==> config.mk <==
export PLATFORM = sky130hd
export DESIGN_NAME = pkt_sf_fifo
export DESIGN_NICKNAME = d
export VERILOG_FILES = /design/src/rtl/pkt_sf_fifo_pkg.sv /design/src/rtl/pkf_store.sv /design/src/rtl/pkf_pkt_count.sv /design/src/rtl/pkf_out_ctrl.sv /design/src/rtl/pkt_sf_fifo.sv
export SDC_FILE = /design/constraint.sdc
export NUM_CORES = 1
export LEC_CHECK = 0
export BUFFER_PORTS_ARGS = -buffer_cell sky130_fd_sc_hd__buf_2
export CAP_MARGIN = 30
export CORE_MARGIN = 8
export CORE_UTILIZATION = 38
export DETAILED_ROUTE_END_ITERATION = 6
export PLACE_DENSITY = 0.67
export SETUP_SLACK_MARGIN = 0.3
export SLEW_MARGIN = 20
export SYNTH_ARGS = -nofsm -noshare
export SYNTH_HDL_FRONTEND = slang
export SYNTH_SLANG_ARGS = --single-unit
==> constraint.sdc <==
create_clock -name clk -period 2.9 [get_ports clk]
set_input_delay 0.29 -clock clk [delete_from_list [all_inputs] [get_ports clk]]
set_output_delay 0.29 -clock clk [all_outputs]
set_load 0.03 [all_outputs]
==> src/rtl/pkt_sf_fifo_pkg.sv <==
package pkt_sf_fifo_pkg;

    typedef enum logic [0:0] {
        OUT_WAIT = 1'b0,
        OUT_SEND = 1'b1
    } out_state_e;

endpackage

==> src/rtl/pkf_store.sv <==
module pkf_store #(
    parameter int DATA_W = 8,
    parameter int DEPTH  = 8
) (
    input  logic              clk,
    input  logic              rst_n,
    input  logic              wr_en,
    input  logic [DATA_W-1:0] wr_data,
    input  logic              wr_last,
    input  logic              rd_en,
    output logic [DATA_W-1:0] rd_data,
    output logic              rd_last,
    output logic              full,
    output logic              empty
);
    localparam int AW = $clog2(DEPTH);
    localparam int EW = DATA_W + 1;

    logic [EW-1:0] mem [DEPTH];
    logic [AW:0]   wr_ptr;
    logic [AW:0]   rd_ptr;

    // wrap bit differs and index bits match: the store is full
    assign full  = (wr_ptr[AW] != rd_ptr[AW]) && (wr_ptr[AW-1:0] == rd_ptr[AW-1:0]);
    assign empty = (wr_ptr == rd_ptr);

    always_ff @(posedge clk) begin
        if (wr_en) begin
            mem[wr_ptr[AW-1:0]] <= {wr_last, wr_data};
        end
    end

    always_ff @(posedge clk) begin
        if (!rst_n) begin
            wr_ptr <= '0;
            rd_ptr <= '0;
        end else begin
            if (wr_en) wr_ptr <= wr_ptr + 1'b1;
            if (rd_en) rd_ptr <= rd_ptr + 1'b1;
        end
    end

    assign rd_last = mem[rd_ptr[AW-1:0]][EW-1];
    assign rd_data = mem[rd_ptr[AW-1:0]][DATA_W-1:0];

endmodule

==> src/rtl/pkf_pkt_count.sv <==
module pkf_pkt_count #(
    parameter int CW = 4
) (
    input  logic          clk,
    input  logic          rst_n,
    input  logic          inc,
    input  logic          dec,
    output logic [CW-1:0] cnt_q,
    output logic [CW-1:0] cnt_d
);
    always_comb begin
        unique case ({inc, dec})
            2'b10:   cnt_d = cnt_q + 1'b1;
            2'b01:   cnt_d = cnt_q - 1'b1;
            default: cnt_d = cnt_q;
        endcase
    end

    always_ff @(posedge clk) begin
        if (!rst_n) cnt_q <= '0;
        else        cnt_q <= cnt_d;
    end

endmodule

==> src/rtl/pkf_out_ctrl.sv <==
module pkf_out_ctrl
    import pkt_sf_fifo_pkg::*;
#(
    parameter int CW = 4
) (
    input  logic          clk,
    input  logic          rst_n,
    input  logic [CW-1:0] pkt_cnt,
    input  logic [CW-1:0] pkt_cnt_next,
    input  logic          head_last,
    input  logic          take,
    output logic          send
);
    out_state_e state_q, state_d;

    always_ff @(posedge clk) begin
        if (!rst_n) state_q <= OUT_WAIT;
        else        state_q <= state_d;
    end

    always_comb begin
        state_d = state_q;
        unique case (state_q)
            OUT_WAIT: begin
                if (pkt_cnt != '0) state_d = OUT_SEND;          // T_RELEASE
            end
            OUT_SEND: begin
                if (take && head_last) begin
                    if (pkt_cnt_next == '0) state_d = OUT_WAIT; // T_DONE
                    else                    state_d = OUT_SEND; // T_CHAIN
                end
            end
            default: state_d = OUT_WAIT;
        endcase
    end

    always_comb begin
        unique case (state_q)
            OUT_SEND: send = 1'b1;
            default:  send = 1'b0;
        endcase
    end

endmodule

==> src/rtl/pkt_sf_fifo.sv <==
module pkt_sf_fifo #(
    parameter int DATA_W = 8,
    parameter int DEPTH  = 8
) (
    input  logic              clk,
    input  logic              rst_n,
    input  logic [DATA_W-1:0] in_data,
    input  logic              in_valid,
    input  logic              in_last,
    output logic              in_ready,
    output logic [DATA_W-1:0] out_data,
    output logic              out_valid,
    output logic              out_last,
    input  logic              out_ready,
    output logic              is_full,
    output logic              is_empty
);
    localparam int CW = $clog2(DEPTH) + 1;

    logic          wr_en, rd_en;
    logic          st_full, st_empty;
    logic [CW-1:0] cnt_q, cnt_d;

    assign in_ready  = !st_full;
    assign wr_en     = in_valid && in_ready;
    assign rd_en     = out_valid && out_ready;
    assign is_full   = st_full;
    assign is_empty  = st_empty;

    pkf_store #(.DATA_W(DATA_W), .DEPTH(DEPTH)) u_store (
        .clk     (clk),
        .rst_n   (rst_n),
        .wr_en   (wr_en),
        .wr_data (in_data),
        .wr_last (in_last),
        .rd_en   (rd_en),
        .rd_data (out_data),
        .rd_last (out_last),
        .full    (st_full),
        .empty   (st_empty)
    );

    pkf_pkt_count #(.CW(CW)) u_count (
        .clk   (clk),
        .rst_n (rst_n),
        .inc   (wr_en && in_last),
        .dec   (rd_en && out_last),
        .cnt_q (cnt_q),
        .cnt_d (cnt_d)
    );

    pkf_out_ctrl #(.CW(CW)) u_ctrl (
        .clk          (clk),
        .rst_n        (rst_n),
        .pkt_cnt      (cnt_q),
        .pkt_cnt_next (cnt_d),
        .head_last    (out_last),
        .take         (rd_en),
        .send         (out_valid)
    );

endmodule

==> run summary, run 1 <==
warnings from Yosys -> 0
switching share of power -> 0.239
Syn-to-layout area delta -> 20.3%
min cycle time layout -> 2.54 ns
GPL Wtd Cong -> 0.757
grt total ovfl -> 0
TritonRoute pass-1 iters -> 4
asr flop ratio synth -> 0
layout net count -> 291
post-synthesis average cell area -> 16.5 um^2
clock slew at reported path FFs -> 0.09 ns
Final Util -> 0.465
post-synth top area share -> 0.580
chip width -> 115 um
Residual DRC -> 0
Initial Util -> 0.386
setup violators final -> 0
max-slew violations -> 0
r2r worst-path depth -> 10
top_reg_cell synth -> edfxtp_1
FF-to-FF setup slack -> 0.36 ns
Mapped Nets -> 245
Routed Antenna Nets -> 0
clock tree buffer depth -> 2
Tightest Pin Transition -> 0.436 ns
clock sinks -> 88
H-tree depth -> 3
Core Region -> 0.00964 mm^2
Top-Level Pins -> 26
Synth area leaders -> edfxtp_1, mux4_2, dfxtp_1
Critical Path AT -> 2.75 ns
cell mode on critical path -> ha_4
Req. time, crit path -> 3.11 ns
synth unique cells -> 39
CP startpoint kind -> register
via/cell ratio -> 4.82
largest net degree at the start of global routing -> 17
fin crit share -> 0.875
Initial DRC Count -> 131
FMAX -> 394 MHz
IO buf count -> 25
initial antenna violation count -> 1
CP cell instances -> mux2_2 > nor3b_4 > nor4_4 > and2_4 > ha_4 > ha_4 > nor3b_1 > mux2i_1 > a211oi_2 > a41oi_1
DP HPWL -> 4.32 mm
share of cells above drive strength 1 -> 0.401
CP endpoint kind -> register
Worst Skew -> 0.00987 ns
full die area -> 0.0132 mm^2
EDFF count, synth -> 72
Pwr per Cell Area -> 604 mW/mm^2
fillers -> 874
CP max stage cell -> dfxtp_4
highest cell delay on the worst timing path -> 0.38 ns
P_leak -> 1.52 nW
vias -> 1977
worst-path maximum fanout -> 6
Slew Limit Headroom -> 0.708
GRT Util Overall -> 0.105
Worst-Skew Late Latency -> 0.34 ns
number of global-route vias before repair -> 2057
Post-Syn Area -> 0.00372 mm^2
proportion of synthesized chip area in sequential cells -> 0.666
Num CTS Buffers -> 9
first-pass GRT wire length -> 10.6 mm
R2R Path End -> u_ctrl.state_q
Peak VDD IR -> 0.000345 V
Cells after Synth -> 226
critical path capture point -> u_ctrl.state_q
# Max-Cap Violations -> 0
#FFs+latches synth -> 88
Total Neg Setup Slack -> 0 ns
clock network power share -> 0.337
hold_buf cts -> 0
routed length per instance -> 16.3 um
RSZ-0062 raised after global routing -> no
Comb pwr share -> 0.134
Min-Delay Path Class -> in -> reg
Fin. Hold Viols -> 0
critical path class -> reg -> reg
clock root buffer master -> clkbuf_8
sequential power share -> 0.529
Synth area leader -> edfxtp_1
CTS tree -> built
die height -> 115 um
final WL -> 6.70 mm
cell internal pwr -> 2.06 mW
n_diodes -> 0
row cnt -> 36
net switching power -> 0.647 mW
outcome -> finished, final reports clean
==> final cells by class <==
type	instances	area [um^2]	area share
Sequential cell	88	2490	0.557
Inverter	6	22.5	0.00503
Multi-Input combinational cell	123	1300	0.291
Timing Repair Buffer	44	273	0.0609
Tap cell	133	166	0.0372
Clock buffer	10	128	0.0285
Clock inverter	6	92.6	0.0207
==> per-stage QoR <==
step / setup slack [ns] / hold WS, ns / instance area, um^2 / instances / total power, mW
after floorplan: 0.197 / 0.389 / 3790 / 226 / 1.71
after global placement: 0.213 / 0.503 / 4130 / 389 / 1.80
after global routing: 0.283 / 0.206 / 4480 / 410 / 2.82
after detailed placement: 0.104 / 0.508 / 4130 / 389 / 1.80
after CTS: 0.304 / 0.198 / 4400 / 406 / 2.72
final: 0.363 / 0.210 / 4480 / 410 / 2.71
==> state kept, by name, indices dropped and copies added, names as in the netlist, named ones only <==
name	cells
u_store.mem	72
u_count.cnt_q	4
u_store.rd_ptr	4
u_store.wr_ptr	4
u_ctrl.state_q	1
==> critical path: cells and delay by family, from the launching register on <==
family / cells / cell delay, ns
multiplexers: 2 / 0.48
AO/OA/AOI/OAI: 2 / 0.41
AND/OR/NAND/NOR: 4 / 0.66
adder cells (fa/ha/maj): 2 / 0.49
flip-flops: 1 / 0.38
==> power groups by stage <==
stage | Combinational, mW | Clock (mW) | Sequential [mW]
floorplan | 0.253 | 0 | 1.46
global placement | 0.340 | 0 | 1.46
detailed placement | 0.345 | 0 | 1.46
CTS | 0.356 | 0.939 | 1.43
global route | 0.396 | 0.985 | 1.43
finish | 0.363 | 0.912 | 1.43
==> what timing repair did <==
| action | in CTS | in global routing |
|---|---|---|
| setup endpoints to repair | 2 | 3 |
| resized for setup | 9 | 12 |
| buffers inserted | 1 | 4 |
| pin swaps | 2 | 6 |
==> per-layer routing <==
layer / track usage / part of all wire / routed length [um] / vias up
met1: 0.130 / 0.46 / 3100 / 976
met5: 0 / 0.0019 / 13 / -
li1: - / - / - / 958
met4: 0.0280 / 0.0054 / 36 / 2
met3: 0.0362 / 0.038 / 258 / 6
met2: 0.173 / 0.49 / 3300 / 35
==> cells in the final DEF, fill, tap and decap left out, types with 3 or more instances in the layout <==
| cell | count |
|---|---|
| edfxtp_1 | 72 |
| buf_2 | 25 |
| buf_4 | 18 |
| mux4_2 | 16 |
| nand2_1 | 14 |
| mux2_2 | 9 |
| and2_1 | 9 |
| dfxtp_1 | 9 |
| clkbuf_8 | 9 |
| xnor2_1 | 8 |
| nor2_1 | 8 |
| inv_1 | 6 |
| dfxtp_2 | 6 |
| nor3b_1 | 4 |
| mux2i_1 | 3 |
| xor2_1 | 3 |
| nor3_1 | 3 |
| nand3_1 | 3 |
| o21ai_0 | 3 |
| ha_1 | 3 |
==> worst min-delay path by stage <==
| stage | start | endpoint | slack (ns) | depth (start not counted) |
|---|---|---|---|---|
| 2_1_floorplan | in_data[0] | u_store.mem[0][0] | 0.39 | 0 |
| 3_3_place_gp | u_store.wr_ptr[3] | u_store.wr_ptr[3] | 0.50 | 2 |
| 3_5_place_dp | u_store.wr_ptr[3] | u_store.wr_ptr[3] | 0.51 | 2 |
| 4_1_cts | in_data[3] | u_store.mem[3][3] | 0.20 | 1 |
| 5_1_grt | in_data[3] | u_store.mem[7][3] | 0.21 | 1 |
| 6_report | in_data[3] | u_store.mem[7][3] | 0.21 | 1 |
==> cell usage after synthesis (3+ instances only) <==
master,number
edfxtp_1,72
xnor2_1,9
nor3b_1,6
ha_1,5
nand2_1,15
dfxtp_1,16
mux2i_1,3
nor3_1,3
clkbuf_1,5
and2_1,10
inv_1,6
xor2_1,4
nand3_1,4
o21ai_0,4
mux2_2,10
mux4_2,16
nor2_1,8
==> logic make-up after synthesis <==
kind of cell	count (synthesis)	synth area share
AND/OR/NAND/NOR	58	0.0853
multiplexers	29	0.135
flip-flops	88	0.666
XOR/XNOR	14	0.0349
buffers and inverters	15	0.0205
AO/OA/AOI/OAI	16	0.0356
adder cells (fa/ha/maj)	6	0.0222
(Power assumes the default switching activity.)
==> run 2, diff against run 1 <==
==> constraint.sdc (replaced) <==
create_clock -name clk -period 2.9 [get_ports clk]
set_input_delay 0.29 -clock clk [delete_from_list [all_inputs] [get_ports clk]]
set_output_delay 0.29 -clock clk [all_outputs]
set_load 0.05 [all_outputs]
==> run 2 against run 1 <==
Net effect:
- sequential cell count stayed put
- cell count is 0.49% higher
- sequential power hardly changed
- register-to-register slack worse by 0.03 ns
- global-route usage is 0.77 points higher
- clock power is 18% lower
==> run summary, run 2 (synthesis results as in run 1) <==
chip width -> 115 um (unchanged)
Req. time, crit path -> 3.13 ns (was 3.11 ns)
max-slew violations -> 0 (unchanged)
routed length per instance -> 17.0 um (was 16.3 um)
highest cell delay on the worst timing path -> 0.39 ns (was 0.38 ns)
Num CTS Buffers -> 9 (unchanged)
clock tree buffer depth -> 2 (unchanged)
outcome -> finished, final reports clean (unchanged)
initial antenna violation count -> 0 (was 1)
DP HPWL -> 4.48 mm (was 4.32 mm)
Peak VDD IR -> 0.000257 V (was 0.000345 V)
Core Region -> 0.00964 mm^2 (unchanged)
Slew Limit Headroom -> 0.725 (was 0.708)
full die area -> 0.0132 mm^2 (unchanged)
Top-Level Pins -> 26 (unchanged)
CP cell instances -> mux2_2 > nor3b_4 > nor4_4 > and2_4 > ha_4 > buf_6 > ha_4 > nand3_2 > and3_4 > a211oi_4 > a41oi_2 (was mux2_2 > nor3b_4 > nor4_4 > and2_4 > ha_4 > ha_4 > nor3b_1 > mux2i_1 > a211oi_2 > a41oi_1)
final WL -> 7.01 mm (was 6.70 mm)
H-tree depth -> 3 (unchanged)
via/cell ratio -> 4.83 (was 4.82)
cell mode on critical path -> ha_4 (unchanged)
final worst slack -> 0.335 ns (was 0.363 ns)
row cnt -> 36 (unchanged)
Routed Antenna Nets -> 0 (unchanged)
first-pass GRT wire length -> 11.2 mm (was 10.6 mm)
Tightest Pin Transition -> 0.411 ns (was 0.436 ns)
Pwr per Cell Area -> 578 mW/mm^2 (was 604 mW/mm^2)
most common cell after layout, fill and taps aside -> edfxtp_1 (unchanged)
Final Util -> 0.468 (was 0.465)
die height -> 115 um (unchanged)
max reg flops -> 72 (unchanged)
fillers -> 849 (was 874)
Residual DRC -> 0 (unchanged)
most frequent cells in the layout -> edfxtp_1, buf_2, buf_4 (unchanged)
cell internal pwr -> 1.89 mW (was 2.06 mW)
n_diodes -> 0 (unchanged)
net switching power -> 0.711 mW (was 0.647 mW)
clock network power share -> 0.286 (was 0.337)
Total Neg Setup Slack -> 0 ns (unchanged)
GRT Util Overall -> 0.113 (was 0.105)
clock slew at reported path FFs -> 0.09 ns (about the same)
Worst-Skew Late Latency -> 0.36 ns (was 0.34 ns)
FMAX -> 390 MHz (was 394 MHz)
sequential power share -> 0.550 (was 0.529)
min cycle time layout -> 2.56 ns (was 2.54 ns)
number of global-route vias before repair -> 2145 (was 2057)
CTS tree -> built (unchanged)
clock sinks -> 88 (unchanged)
largest net degree at the start of global routing -> 17 (unchanged)
switching share of power -> 0.273 (was 0.239)
# Max-Cap Violations -> 0 (unchanged)
GPL Wtd Cong -> 0.734 (was 0.757)
layout net count -> 294 (was 291)
Initial Util -> 0.386 (unchanged)
CP startpoint kind -> register (unchanged)
TritonRoute pass-1 iters -> 4 (unchanged)
CP endpoint kind -> register (unchanged)
share of cells above drive strength 1 -> 0.423 (was 0.401)
register area -> 0.00249 mm^2 (about the same)
CP max stage cell -> dfxtp_4 (unchanged)
grt total ovfl -> 0 (unchanged)
worst-path maximum fanout -> 5 (was 6)
Worst Skew -> 0.0151 ns (was 0.00987 ns)
RSZ-0062 raised after global routing -> yes (was no)
vias -> 1992 (was 1977)
setup violators final -> 0 (unchanged)
Fin. Hold Viols -> 0 (unchanged)
Power, Total -> 2.60 mW (was 2.71 mW)
IO buf count -> 25 (unchanged)
Initial DRC Count -> 128 (was 131)
critical path class -> reg -> reg (unchanged)
fin crit share -> 0.884 (was 0.875)
Multi-input gate area -> 0.00136 mm^2 (was 0.00130 mm^2)
DP Worst Slack -> 0.127 ns (was 0.104 ns)
Syn-to-layout area delta -> 21.1% (was 20.3%)
P_leak -> 1.50 nW (was 1.52 nW)
clock root buffer master -> clkbuf_8 (unchanged)
Critical Path AT -> 2.79 ns (was 2.75 ns)
Comb pwr share -> 0.164 (was 0.134)
Min-Delay Path Class -> in -> reg (unchanged)
run 2: cell types whose count changed in the layout (fill, tap and decap cells not counted), moves of 2 or more:
| cell | change |
|---|---|
| buf_4 | +2 |
| bufinv_16 | -2 |
| dfxtp_1 | +2 |
| dfxtp_2 | -2 |
run 2: final cells by class:
class | instances | area share
sequential | 88 | 0.552
multi-input combinational | 123 | 0.301
timing repair buffer | 47 | 0.0669
tap | 133 | 0.0369
clock buffer | 9 | 0.0275
clock inverter | 6 | 0.0103
inverter | 6 | 0.00499
run 2: critical path: cells and delay by family (launching register included):
kind	cells	cell delay (ns)
flops	1	0.39
compound gates	2	0.35
simple gates	5	0.73
fa+ha+maj	2	0.46
mux	1	0.37
buf+inv	1	0.13
run 2: what timing repair did:
item | 4_1_cts | 5_1_grt
pin swaps | 4 | 8
buffers inserted | 0 | 6
hold buffers | 0 | 0
endpoints found under the setup margin | 2 | 2
gates resized for setup | 15 | 15
run 2: power groups by stage:
| stage | clock (mW) | combinational [mW] | sequential [mW] |
|---|---|---|---|
| 2_1_floorplan | 0 | 0.288 | 1.46 |
| 3_5_place_dp | 0 | 0.393 | 1.46 |
| 3_3_place_gp | 0 | 0.387 | 1.46 |
| 6_report | 0.744 | 0.427 | 1.43 |
| 4_1_cts | 0.768 | 0.403 | 1.43 |
| 5_1_grt | 0.813 | 0.463 | 1.44 |
run 2: per-stage QoR:
step / cells / hold WS [ns] / area [um^2]
global placement: 391 / 0.495 / 4140
floorplan: 226 / 0.389 / 3790
CTS: 406 / 0.177 / 4370
finish: 412 / 0.191 / 4510
detailed placement: 391 / 0.510 / 4140
global route: 412 / 0.198 / 4510
run 2: final timing paths:
kind	startpoint	endpoint	slack, ns	cells after the start
max	register	u_ctrl.state_q	0.34	11
min	in_data[3]	u_store.mem[0][3]	0.19	1
max reg2reg	register	u_ctrl.state_q	0.34	11
min reg2reg	u_store.wr_ptr[3]	u_store.wr_ptr[3]	0.51	2
run 2: metal layers:
metal / global-route usage / wire length (um)
met5: 0 / 0
met4: 0.0447 / 93
met3: 0.0294 / 266
met2: 0.186 / 3470
met1: 0.139 / 3180
==> run 3, diff against run 2 <==
Settings changed: GPL_TIMING_DRIVEN from default to 0, RECOVER_POWER from default to 100, SYNTH_HIERARCHICAL from default to 1.
==> run 3 against run 2 <==
Net effect:
- the flow now finishes with violations (negative setup slack)
- sequential power barely moved
- routed wire length fell by 8.2%
- critical path depth rose by 4
- total power fell by 0.42%
- first-iteration DRC count fell by 52%
- global-route usage fell by 0.77 points
- largest power group unchanged
- cell area fell by 5.3%
- synthesized cell count fell by 10%
- combinational power fell by 14%
- maximum frequency fell by 23%
- via count fell by 5.7%
==> run summary, run 3 <==
via/cell ratio -> 4.82 (was 4.83)
IO buf count -> 25 (unchanged)
Mapped Nets -> 221 (was 245)
Synth area leaders -> edfxtp_1, mux4_1, dfxtp_1 (was edfxtp_1, mux4_2, dfxtp_1)
Slew Limit Headroom -> 0.357 (was 0.725)
fin crit share -> 1.14 (was 0.884)
DP HPWL -> 4.21 mm (was 4.48 mm)
first-pass GRT wire length -> 10.0 mm (was 11.2 mm)
FMAX -> 301 MHz (was 390 MHz)
Req. time, crit path -> 3.14 ns (was 3.13 ns)
Initial Util -> 0.384 (was 0.386)
crit path buf inv count -> 2 (was 1)
die height -> 114 um (was 115 um)
Synth area leader -> edfxtp_1 (unchanged)
post-synthesis average cell area -> 18.1 um^2 (was 16.5 um^2)
most frequent cells in the layout -> edfxtp_1, clkbuf_1, mux4_1 (was edfxtp_1, buf_2, buf_4)
clock root buffer master -> clkbuf_8 (unchanged)
Placed Cells -> 365 (was 391)
Worst-Skew Late Latency -> 0.35 ns (was 0.36 ns)
synth unique cells -> 33 (was 39)
clock slew at reported path FFs -> 0.10 ns (was 0.09 ns)
Critical Path AT -> 3.56 ns (was 2.79 ns)
chip width -> 114 um (was 115 um)
Fin. Hold Viols -> 0 (unchanged)
#FFs+latches synth -> 88 (unchanged)
GRT Util Overall -> 0.106 (was 0.113)
grt total ovfl -> 0 (unchanged)
setup violators final -> 1 (was 0)
vias -> 1879 (was 1992)
most common cell after layout, fill and taps aside -> edfxtp_1 (unchanged)
cell mode on critical path -> xnor2_1 (was ha_4)
CP top delay family -> multiplexers (was simple AND/OR/NAND/NOR gates)
CP cell instances -> buf_8 > buf_12 > mux4_2 > mux2_4 > and3_4 > ha_4 > xor2_1 > ha_2 > a21oi_2 > xnor2_1 > nand2b_1 > xnor2_1 > or4b_1 > o31ai_1 > a21oi_1 (was mux2_2 > nor3b_4 > nor4_4 > and2_4 > ha_4 > buf_6 > ha_4 > nand3_2 > and3_4 > a211oi_4 > a41oi_2)
# Max-Cap Violations -> 0 (unchanged)
max-slew violations -> 0 (unchanged)
CP endpoint kind -> register (unchanged)
Cells after Synth -> 203 (was 226)
Num CTS Buffers -> 9 (unchanged)
Top-Level Pins -> 26 (unchanged)
hold_buf cts -> 0 (unchanged)
Tightest Pin Transition -> 0.961 ns (was 0.411 ns)
commonest cells in the netlist -> edfxtp_1, mux4_1, dfxtp_1 (was edfxtp_1, dfxtp_1, mux4_2)
outcome -> finished with violations (was finished, final reports clean)
Min-Delay Path Class -> in -> reg (unchanged)
layout net count -> 270 (was 294)
failing checks -> negative setup slack
CTS tree -> built (unchanged)
proportion of synthesized chip area in sequential cells -> 0.677 (was 0.666)
largest net degree at the start of global routing -> 19 (was 17)
Pwr per Cell Area -> 607 mW/mm^2 (was 578 mW/mm^2)
full die area -> 0.0131 mm^2 (was 0.0132 mm^2)
Syn-to-layout area delta -> 16.4% (was 21.1%)
critical path class -> reg -> reg (unchanged)
Residual DRC -> 0 (unchanged)
clock tree buffer depth -> 2 (unchanged)
GPL Wtd Cong -> 0.694 (was 0.734)
share of cells above drive strength 1 -> 0.241 (was 0.423)
Core Region -> 0.00955 mm^2 (was 0.00964 mm^2)
number of global-route vias before repair -> 1898 (was 2145)
DP Area -> 0.00403 mm^2 (was 0.00414 mm^2)
row cnt -> 36 (unchanged)
final worst slack -> -0.420 ns (was 0.335 ns)
final instance area -> 0.00427 mm^2 (was 0.00451 mm^2)
EDFF count, synth -> 72 (unchanged)
TritonRoute pass-1 iters -> 4 (unchanged)
P_leak -> 1.44 nW (was 1.50 nW)
Peak VDD IR -> 0.000209 V (was 0.000257 V)
top_reg_cell synth -> edfxtp_1 (unchanged)
count leader, synth -> edfxtp_1 (unchanged)
Post-Layout Cell Count -> 390 (was 412)
n_diodes -> 0 (unchanged)
highest cell delay on the worst timing path -> 0.49 ns (was 0.39 ns)
initial antenna violation count -> 0 (unchanged)
final WL -> 6.43 mm (was 7.01 mm)
clock sinks -> 88 (unchanged)
post-synth top area share -> 0.589 (was 0.580)
routed length per instance -> 16.5 um (was 17.0 um)
Worst Skew -> 0.00961 ns (was 0.0151 ns)
Final Hold Slack -> 0.266 ns (was 0.191 ns)
CP startpoint kind -> register (unchanged)
min cycle time layout -> 3.32 ns (was 2.56 ns)
RSZ-0062 raised after global routing -> yes (unchanged)
Power, Total -> 2.59 mW (was 2.60 mW)
Routed Antenna Nets -> 0 (unchanged)
CP max stage cell -> mux4_2 (was dfxtp_4)
worst-path maximum fanout -> 4 (was 5)
warnings from Yosys -> 6 (was 0)
Initial DRC Count -> 61 (was 128)
max reg flops -> 72 (unchanged)
asr flop ratio synth -> 0 (unchanged)
H-tree depth -> 3 (unchanged)
Post-Syn Area -> 0.00367 mm^2 (was 0.00372 mm^2)
## run 3: changes by cell type in the layout (fill, tap and decap cells not counted), sizes merged, moves of 2 or more
cell and delta:
a2111oi -2, a211oi -2, buf -30, clkbuf +28, mux4 +2, nand2 -8, nand2b +4, nand3 -3
nor2b +4, nor3b -6, o21ai -3, or3 +2
## run 3: final cells by class
| cell class | instances | area [um^2] |
|---|---|---|
| Fill cell | 862 | 5280 |
| Sequential cell | 88 | 2480 |
| Multi-Input combinational cell | 106 | 1160 |
| Timing Repair Buffer | 38 | 193 |
| Tap cell | 133 | 166 |
| Clock buffer | 9 | 124 |
| Buffer | 7 | 71.3 |
| Clock inverter | 7 | 68.8 |
| Inverter | 2 | 7.51 |
## run 3: repair_timing
item | in CTS | in global routing
buffers inserted | 7 | 2
pin swaps | 2 | 2
gates resized for setup | 17 | 9
setup endpoints to repair | 54 | 65
endpoints found under the hold margin | 0 | 0
## run 3: metrics by stage
stage | setup slack [ns] | setup TNS (ns) | utilization
floorplan | -0.454 | -0.454 | -
global placement | -0.670 | -5.03 | 0.418
detailed placement | -0.718 | -0.718 | 0.422
CTS | -0.455 | -0.455 | 0.454
global route | -0.496 | -0.496 | 0.447
finish | -0.420 | -0.420 | 0.447
## run 3: cell families after synthesis
family          Yosys count  synth area share
mux                      32             0.171
simple gates             47            0.0706
fa+ha+maj                 5            0.0171
flops                    88             0.677
compound gates            8            0.0157
buf+inv                   9            0.0160
xor+xnor                 14            0.0334
## run 3: routing by layer
layer | vias up | routed length (um) | global-route usage
li1 | 893 | - | -
met1 | 949 | 2890 | 0.115
met2 | 25 | 3230 | 0.183
met3 | 12 | 127 | 0.0211
met4 | 0 | 184 | 0.0719
met5 | - | 0 | 0
## run 3: power breakdown
group	switching [mW]	internal, mW
clock network	0.461	0.336
registers	0.0223	1.41
logic	0.218	0.150
## run 3: worst paths after layout
check / start / to / slack, ns / cells past startpoint
setup reg to reg: register / u_ctrl/state_q / -0.42 / 15
setup / recovery: register / u_ctrl/state_q / -0.42 / 15
hold reg to reg: u_count/cnt_q[3] / u_count/cnt_q[3] / 0.52 / 2
hold / removal: in_data[1] / u_store/mem[1][1] / 0.27 / 1
